## src/rtl/dpot_spi_ctrl.sv

```systemverilog
module dpot_spi_ctrl #(
  parameter int DEV_W = 3,
  parameter int OP_W = 2,
  parameter int REG_W = 3,
  parameter int DATA_W = 8,
  parameter int TAP_W = 7,
  parameter logic [TAP_W-1:0] WIPER0_INIT = 7'd64,
  parameter logic [TAP_W-1:0] WIPER1_INIT = 7'd64,
  parameter int RUN_BIT = 6
) (
  input  logic             clk,
  input  logic             rst_n,
  input  logic             spi_sck,
  input  logic             spi_cs_n,
  input  logic             spi_sdi,
  input  logic [DEV_W-1:0] dev_strap,
  input  logic             shdn_pin_n,
  output logic [TAP_W-1:0] wiper0_code,
  output logic [TAP_W-1:0] wiper1_code,
  output logic             shutdown,
  output logic             sdo_en,
  output logic             sdo_low
);
  localparam int HDR_W = DEV_W + OP_W + REG_W;
  localparam int FRAME_W = HDR_W + DATA_W;
  localparam int CNT_W = $clog2(FRAME_W + 1);
  localparam logic [OP_W-1:0] OP_RD = OP_W'(1);
  localparam logic [OP_W-1:0] OP_WR = OP_W'(2);
  localparam logic [REG_W-1:0] REG_WIP0 = REG_W'(0);
  localparam logic [REG_W-1:0] REG_WIP1 = REG_W'(1);
  localparam logic [REG_W-1:0] REG_CTRL = REG_W'(2);
  localparam logic [CNT_W-1:0] CNT_HDR = CNT_W'(HDR_W);
  localparam logic [CNT_W-1:0] CNT_LAST = CNT_W'(FRAME_W - 1);
  localparam logic [CNT_W-1:0] CNT_FULL = CNT_W'(FRAME_W);

  logic sck_q, cs_q, armed, run_bit;
  logic [CNT_W-1:0] bit_cnt;
  logic [FRAME_W-1:0] shreg;
  logic [DATA_W-1:0] tx_buf, rd_val;

  wire sck_rise = spi_sck & ~sck_q;
  wire sck_fall = ~spi_sck & sck_q;
  wire cs_fall = ~spi_cs_n & cs_q;
  wire live = armed & ~spi_cs_n & ~cs_fall;
  wire take = live & sck_rise & (bit_cnt != CNT_FULL);
  wire [FRAME_W-1:0] sh_next = {shreg[FRAME_W-2:0], spi_sdi};
  wire [HDR_W-1:0] cmt_hdr = sh_next[FRAME_W-1 -: HDR_W];
  wire [DATA_W-1:0] cmt_data = sh_next[DATA_W-1:0];
  wire [HDR_W-1:0] rd_hdr = shreg[HDR_W-1:0];

  function automatic logic addressed(input logic [HDR_W-1:0] h, input logic [OP_W-1:0] op,
                                     input logic [DEV_W-1:0] strap);
    return (h[HDR_W-1 -: DEV_W] == strap) && (h[REG_W +: OP_W] == op);
  endfunction

  wire commit = take & (bit_cnt == CNT_LAST) & addressed(cmt_hdr, OP_WR, dev_strap);
  wire rd_start = live & sck_fall & (bit_cnt == CNT_HDR) & addressed(rd_hdr, OP_RD, dev_strap);

  always_ff @(posedge clk or negedge rst_n)
    if (!rst_n) begin
      sck_q <= 1'b0;
      cs_q <= 1'b0;
      armed <= 1'b0;
    end else begin
      sck_q <= spi_sck;
      cs_q <= spi_cs_n;
      if (cs_fall) armed <= 1'b1;
    end

  always_ff @(posedge clk or negedge rst_n)
    if (!rst_n) begin
      bit_cnt <= '0;
      shreg <= '0;
    end else if (spi_cs_n || cs_fall) begin
      bit_cnt <= '0;
    end else if (take) begin
      bit_cnt <= bit_cnt + 1'b1;
      shreg <= sh_next;
    end

  always_ff @(posedge clk or negedge rst_n)
    if (!rst_n) begin
      wiper0_code <= WIPER0_INIT;
      wiper1_code <= WIPER1_INIT;
      run_bit <= 1'b1;
    end else if (commit) begin
      case (cmt_hdr[REG_W-1:0])
        REG_WIP0: wiper0_code <= cmt_data[TAP_W-1:0];
        REG_WIP1: wiper1_code <= cmt_data[TAP_W-1:0];
        REG_CTRL: run_bit <= cmt_data[RUN_BIT];
        default: ;
      endcase
    end

  always_comb begin
    rd_val = '0;
    case (rd_hdr[REG_W-1:0])
      REG_WIP0: rd_val[TAP_W-1:0] = wiper0_code;
      REG_WIP1: rd_val[TAP_W-1:0] = wiper1_code;
      REG_CTRL: rd_val[RUN_BIT] = run_bit;
      default: ;
    endcase
  end

  always_ff @(posedge clk or negedge rst_n)
    if (!rst_n) begin
      sdo_en <= 1'b0;
      tx_buf <= '0;
    end else if (spi_cs_n) begin
      sdo_en <= 1'b0;
    end else if (rd_start) begin
      sdo_en <= 1'b1;
      tx_buf <= rd_val;
    end else if (live && sck_fall && sdo_en) begin
      if (bit_cnt == CNT_FULL) sdo_en <= 1'b0;
      else tx_buf <= {tx_buf[DATA_W-2:0], 1'b0};
    end

  assign sdo_low = sdo_en & ~tx_buf[DATA_W-1];
  assign shutdown = ~(shdn_pin_n & run_bit);
endmodule


```

## config.mk

```make
export PLATFORM = sky130hd
export DESIGN_NAME = dpot_spi_ctrl
export DESIGN_NICKNAME = d
export VERILOG_FILES = /design/src/rtl/dpot_spi_ctrl.sv
export SDC_FILE = /design/constraint.sdc
export NUM_CORES = 1
export LEC_CHECK = 0
export ABC_CLOCK_PERIOD_IN_PS = 3160
export BUFFER_PORTS_ARGS = -buffer_cell sky130_fd_sc_hd__buf_2
export CAP_MARGIN = 20
export CORE_MARGIN = 4
export CORE_UTILIZATION = 25
export DETAILED_ROUTE_END_ITERATION = 6
export GPL_TIMING_DRIVEN = 0
export PLACE_DENSITY_LB_ADDON = 0.05
export REMOVE_ABC_BUFFERS = 1
export SYNTH_ARGS = -nofsm -noshare
export SYNTH_HDL_FRONTEND = slang
export SYNTH_SLANG_ARGS = --single-unit
```

## constraint.sdc

```tcl
create_clock -name clk -period 3.16 [get_ports clk]
set_input_delay 0.158 -clock clk [delete_from_list [all_inputs] [get_ports clk]]
set_output_delay 0.158 -clock clk [all_outputs]
set_load 0.01 [all_outputs]
```

=== After elaboration in Yosys (flattened, before gate mapping) ===
Index checks and enable logic that the tools add are counted.

* Register bits: 47
* Bits in latches: 0
* Memory bits (writable): 0
* Memory bits (read-only): 0
* Bits of input ports: 9
* Output and inout bits: 17
* Memories: 0

* Add/subtract/negate cells: 1
* Multipliers: 0
* Divide/modulo/power cells: 0
* Order comparisons: 0
* Eq/ne operators: 13
* Shift-type cells: 0
* Multiplexer cells: 11
* Bitwise gates (word level): 21
* Reductions and logical operators: 17

{| class="wikitable"
|+ Operator list
! operator !! count
|-
| 8-bit two-way mux || 3
|-
| 1-bit bitwise AND || 14
|-
| 6-bit case mux with 2 select lines || 1
|-
| 5-bit by 4-bit equality test with 1-bit output, second input constant || 2
|-
| 5-bit two-way mux || 2
|-
| 2-bit AND reduction || 5
|-
| 1-bit inverter || 7
|-
| 3-bit by 1-bit equality test with 1-bit output, second input constant || 2
|-
| 3-bit by 2-bit equality test with 1-bit output, second input constant || 2
|-
| 3-bit equality test || 2
|-
| 3-bit zero test || 2
|-
| 3-bit nonzero test || 2
|-
| 5-bit by 1-bit adder with 5-bit output, second input constant || 1
|-
| 5-bit equality test, second input constant || 1
|-
| 5-bit inequality test, second input constant || 1
|-
| 1-bit logical AND || 4
|-
| 1-bit two-way mux || 4
|-
| 2-bit nonzero test || 2
|-
| 1-bit case mux with 3 select lines || 1
|-
| 3-bit AND reduction || 1
|-
| 2-bit by 1-bit equality test with 1-bit output, second input constant || 1
|-
| 2-bit equality test, second input constant || 1
|-
| 2-bit inequality test, second input constant || 1
|-
| 1-bit logical OR || 1
|}

=== Depth between registers and ports, before layout ===
* Depth in word-level cells: 9
* Depth in mapped cells: 8

=== Least setup slack after synthesis ===
OpenSTA, ideal clock, no wires.

* Path type: reg2reg
* Start point: register bit_cnt[0]
* End point: register wiper0_code[0]
* Data arrival time: 2.085 ns
* Required time: 3.035 ns
* Path slack: 0.950 ns
* Stages on the path, launching flop included: 9
* Path buffers: 1
* Path through: dfrtp_1 > ha_1 > and3_1 > ha_1 > nor4bb_1 > nand4_1 > or4_1 > buf_2 > mux2_4

* Longest elaborated chain between the ends: 5
* Elaborated cells on any way between the ends: 6

{| class="wikitable"
|+ Ends and longest elaborated chain
! item !! line !! source
|-
| start: declaration || 37 || <nowiki>logic [CNT_W-1:0] bit_cnt;</nowiki>
|-
| start signal: assignment || 77 || <nowiki>bit_cnt <= bit_cnt + 1'b1;</nowiki>
|-
| 5-bit inequality test || 45 || <nowiki>wire take = live & sck_rise & (bit_cnt != CNT_FULL);</nowiki>
|-
| 1-bit bitwise AND || 45 ||
|-
| 1-bit bitwise AND * (2 in series) || 56 || <nowiki>wire commit = take & (bit_cnt == CNT_LAST) & addressed(cmt_hdr, OP_WR, dev_strap);</nowiki>
|-
| 2-bit AND reduction (no line) * || - ||
|-
| end signal: assignment || 88 || <nowiki>REG_WIP0: wiper0_code <= cmt_data[TAP_W-1:0];</nowiki>
|-
| end: declaration || 18 || <nowiki>output logic [TAP_W-1:0] wiper0_code,</nowiki>
|}

Mark *: on every way between the ends. The rest lies on a longest branch, timed or not.
A chain may end at the register's enable or synchronous reset.

=== Final worst setup path ===
Same ends and word-level chain as after synthesis.

==> metrics.cfg <==
[drt]
viasPerCell = 4.72
post-route-drc-count = 0
drtIter0Drc = 35
wl_per_cell_um = 15.8
drt-pass1-iter-count = 4
ant_nets = 0
wirelength_um = 4920
vias = 1469

[worst_setup_path]
path_cells = inv_1 -> ha_1 -> nand4bb_1 -> nand4b_4 -> or4_1 -> mux2_4
arrival_ps = 2930
crit_slowest_cell = or4_1
crit_fanout = 27
worstSetupStartpointType = flip-flop
crit_buf_inv = 1
worstPathRequired_ps = 3350
critPathCaptureType = flip-flop
crit_type = flip-flop to flip-flop
critPathMaxStageDelay_ps = 900
path_delay_family = simple AND/OR/NAND/NOR gates

[outcome]
status = complete, no violations

[sta]
min_period_ps = 2740
finalClockSkew_ps = 11.9
slew_viol_final = 0
max_freq_mhz = 365
min_period_over_period_pct = 86.7
holdWs_ps = 40.8
finalSetupViolCount = 0
rsz0062_at_grt = no
hold_viol_final = 0
fin_setup_tns_ps = 0
maxSlewHeadroom_pct = 57.8
tightest_slew_ps = 631

[final_layout]
diodes = 0
area_growth_syn_to_layout_pct = 16.4
drive_above_1_share_pct = 35.5
layout_commonest_cell = dfrtp_1
final_cell_mix = dfrtp_1 (44), buf_2 (25), mux2_2 (23)
fin_nets = 214
fillers = 898
stdcell_area_um2 = 2610

[clocking]
clockRootBuffer = clkbuf_8
htreeDepth = 2
ctsLongestPathBuffers = 2
clock-sinks = 47
path_clk_slew_ps = 90
cts.repair.resized = 0
postCtsHoldBufs = 0
postCtsSetupBuffers = 0
insertion_delay_ps = 300
cts_tree = yes
cts_buffers = 5

[grt]
grt_use_met2_pct = 17.1
use_met1_pct = 12.3
grt_pass1_vias = 1514
antenna_found_initial = 0
use_met3_pct = 2.77
grt_pass1_wl_um = 8010
grt_max_degree = 48
gr-total-overflow = 0
top_usage_layer = met2
grt_usage_pct = 10.0

[run]
max_cap_violations = 0

[synth]
syn_area_per_cell_um2 = 12.9
synth-seq-cells = 47
yosys_warnings = 0
synth_area_um2 = 2240
yosysSeqAreaShare_pct = 52.7
postSynthCellCount = 173
yosysUniqueCellTypes = 40
postSynth.asyncResetShare_pct = 100
synth_edf_count = 0
synth_flop_cell = dfrtp_1

[floorplanning]
core_area_um2 = 8720
dieArea_um2 = 10500
pin_count = 26
fp.dieH_um = 103
initial_core_util_pct = 25.7
rows = 34
die_w_um = 103

[power_and_ir_drop]
p_total_mw = 1.13
pwr_density_cell_nw_per_um2 = 435
leakagePower_nw = 1.22
vdd_drop_max_v = 0.000146

[place]
post_dp_cell_area_um2 = 2480
gp_congestion = 0.752
portBuffers = 25
hpwl_um = 3580

[worst_hold_path]
hold_path_class = input port to flip-flop

[cells in the mapped netlist (all sizes together) (2+ instances only)]
cell | number | area (um2)
ha | 3 | 37.5
o221ai | 6 | 52.6
nor3b | 2 | 26.3
nand4bb | 2 | 22.5
o21ai | 8 | 43.8
dfrtp | 44 | 1100
o211ai | 5 | 37.5
xnor2 | 7 | 61.3
nand3 | 5 | 25.0
buf | 4 | 17.5
nor4b | 2 | 32.5
mux2 | 30 | 364
mux2i | 7 | 70.1
or4 | 3 | 22.5
nand2 | 4 | 15.0
a21o | 2 | 15.0
dfstp | 3 | 78.8
nor2b | 2 | 12.5
o22ai | 2 | 12.5
inv | 13 | 48.8
or3 | 2 | 12.5
nand2b | 2 | 12.5
nand4 | 2 | 12.5
nor2 | 2 | 7.51
[flip-flops by register name, indices dropped and copies added (netlist names)]
signal / count
armed: 1
bit_cnt: 5
cs_q: 1
run_bit: 1
sck_q: 1
sdo_en: 1
shreg: 15
tx_buf: 8
wiper0_code: 7
wiper1_code: 7
[through the flow]
step	instances	setup slack, ps	util [%]
final	311	419	29.9
after global routing	311	250	29.9
after CTS	309	377	29.5
after detailed placement	301	372	28.4
after global placement	301	417	28.4
after floorplan	168	800	-
[logic make-up (layout without fill, tap and decap cells)]
group	Yosys count	in the layout	synth area share [%]
flops	47	47	52.7
mux	37	37	19.4
simple gates	37	37	12.9
compound gates	24	24	7.43
buf+inv	18	48	3.13
xor+xnor	7	7	2.74
fa+ha+maj	3	3	1.68
[power by group]
group | switching (mW) | total [mW] | leakage, nW | internal, mW
combinational | 0.0340 | 0.0766 | 0.571 | 0.0425
clock | 0.207 | 0.386 | 0.0474 | 0.179
sequential | 0.0472 | 0.670 | 0.604 | 0.623
total | 0.288 | 1.13 | 1.22 | 0.845
[layer usage]
layer	routed length [um]	part of all wire, %	vias to the layer above
met2	2500	51	17
met3	150	3.0	4
met1	2230	45	761
li1	-	-	687
met5	0	0	-
met4	42	0.85	0
[final timing paths]
| check | start | to | slack [ps] | cells after the start |
|---|---|---|---|---|
| setup reg to reg | bit_cnt[0]$_DFFE_PN0P_ | wiper0_code[0]$_DFFE_PN0P_ | 420 | 6 |
| hold reg to reg | armed$_DFFE_PN0P_ | armed$_DFFE_PN0P_ | 500 | 1 |
| max in group asynchronous | rst_n | run_bit$_DFFE_PN1P_ | 2330 | 3 |
| hold / removal | spi_sck | sck_q$_DFF_PN0_ | 40 | 1 |
| setup / recovery | bit_cnt[0]$_DFFE_PN0P_ | wiper0_code[0]$_DFFE_PN0P_ | 420 | 6 |
| min in group asynchronous | rst_n | tx_buf[0]$_DFFE_PN0P_ | 270 | 2 |
[area by class of cell]
cell class              instances  area [um2]  share of cell area, %
clock inverters                 2        16.3                  0.624
well taps                     108         135                   5.18
flip-flops and latches         47        1180                   45.3
multi-input cells             108         988                   37.9
inverters                      13        48.8                   1.87
clock buffers                   6        82.6                   3.17
repair buffers                 27         155                   5.95
(Power assumes the default switching activity.)
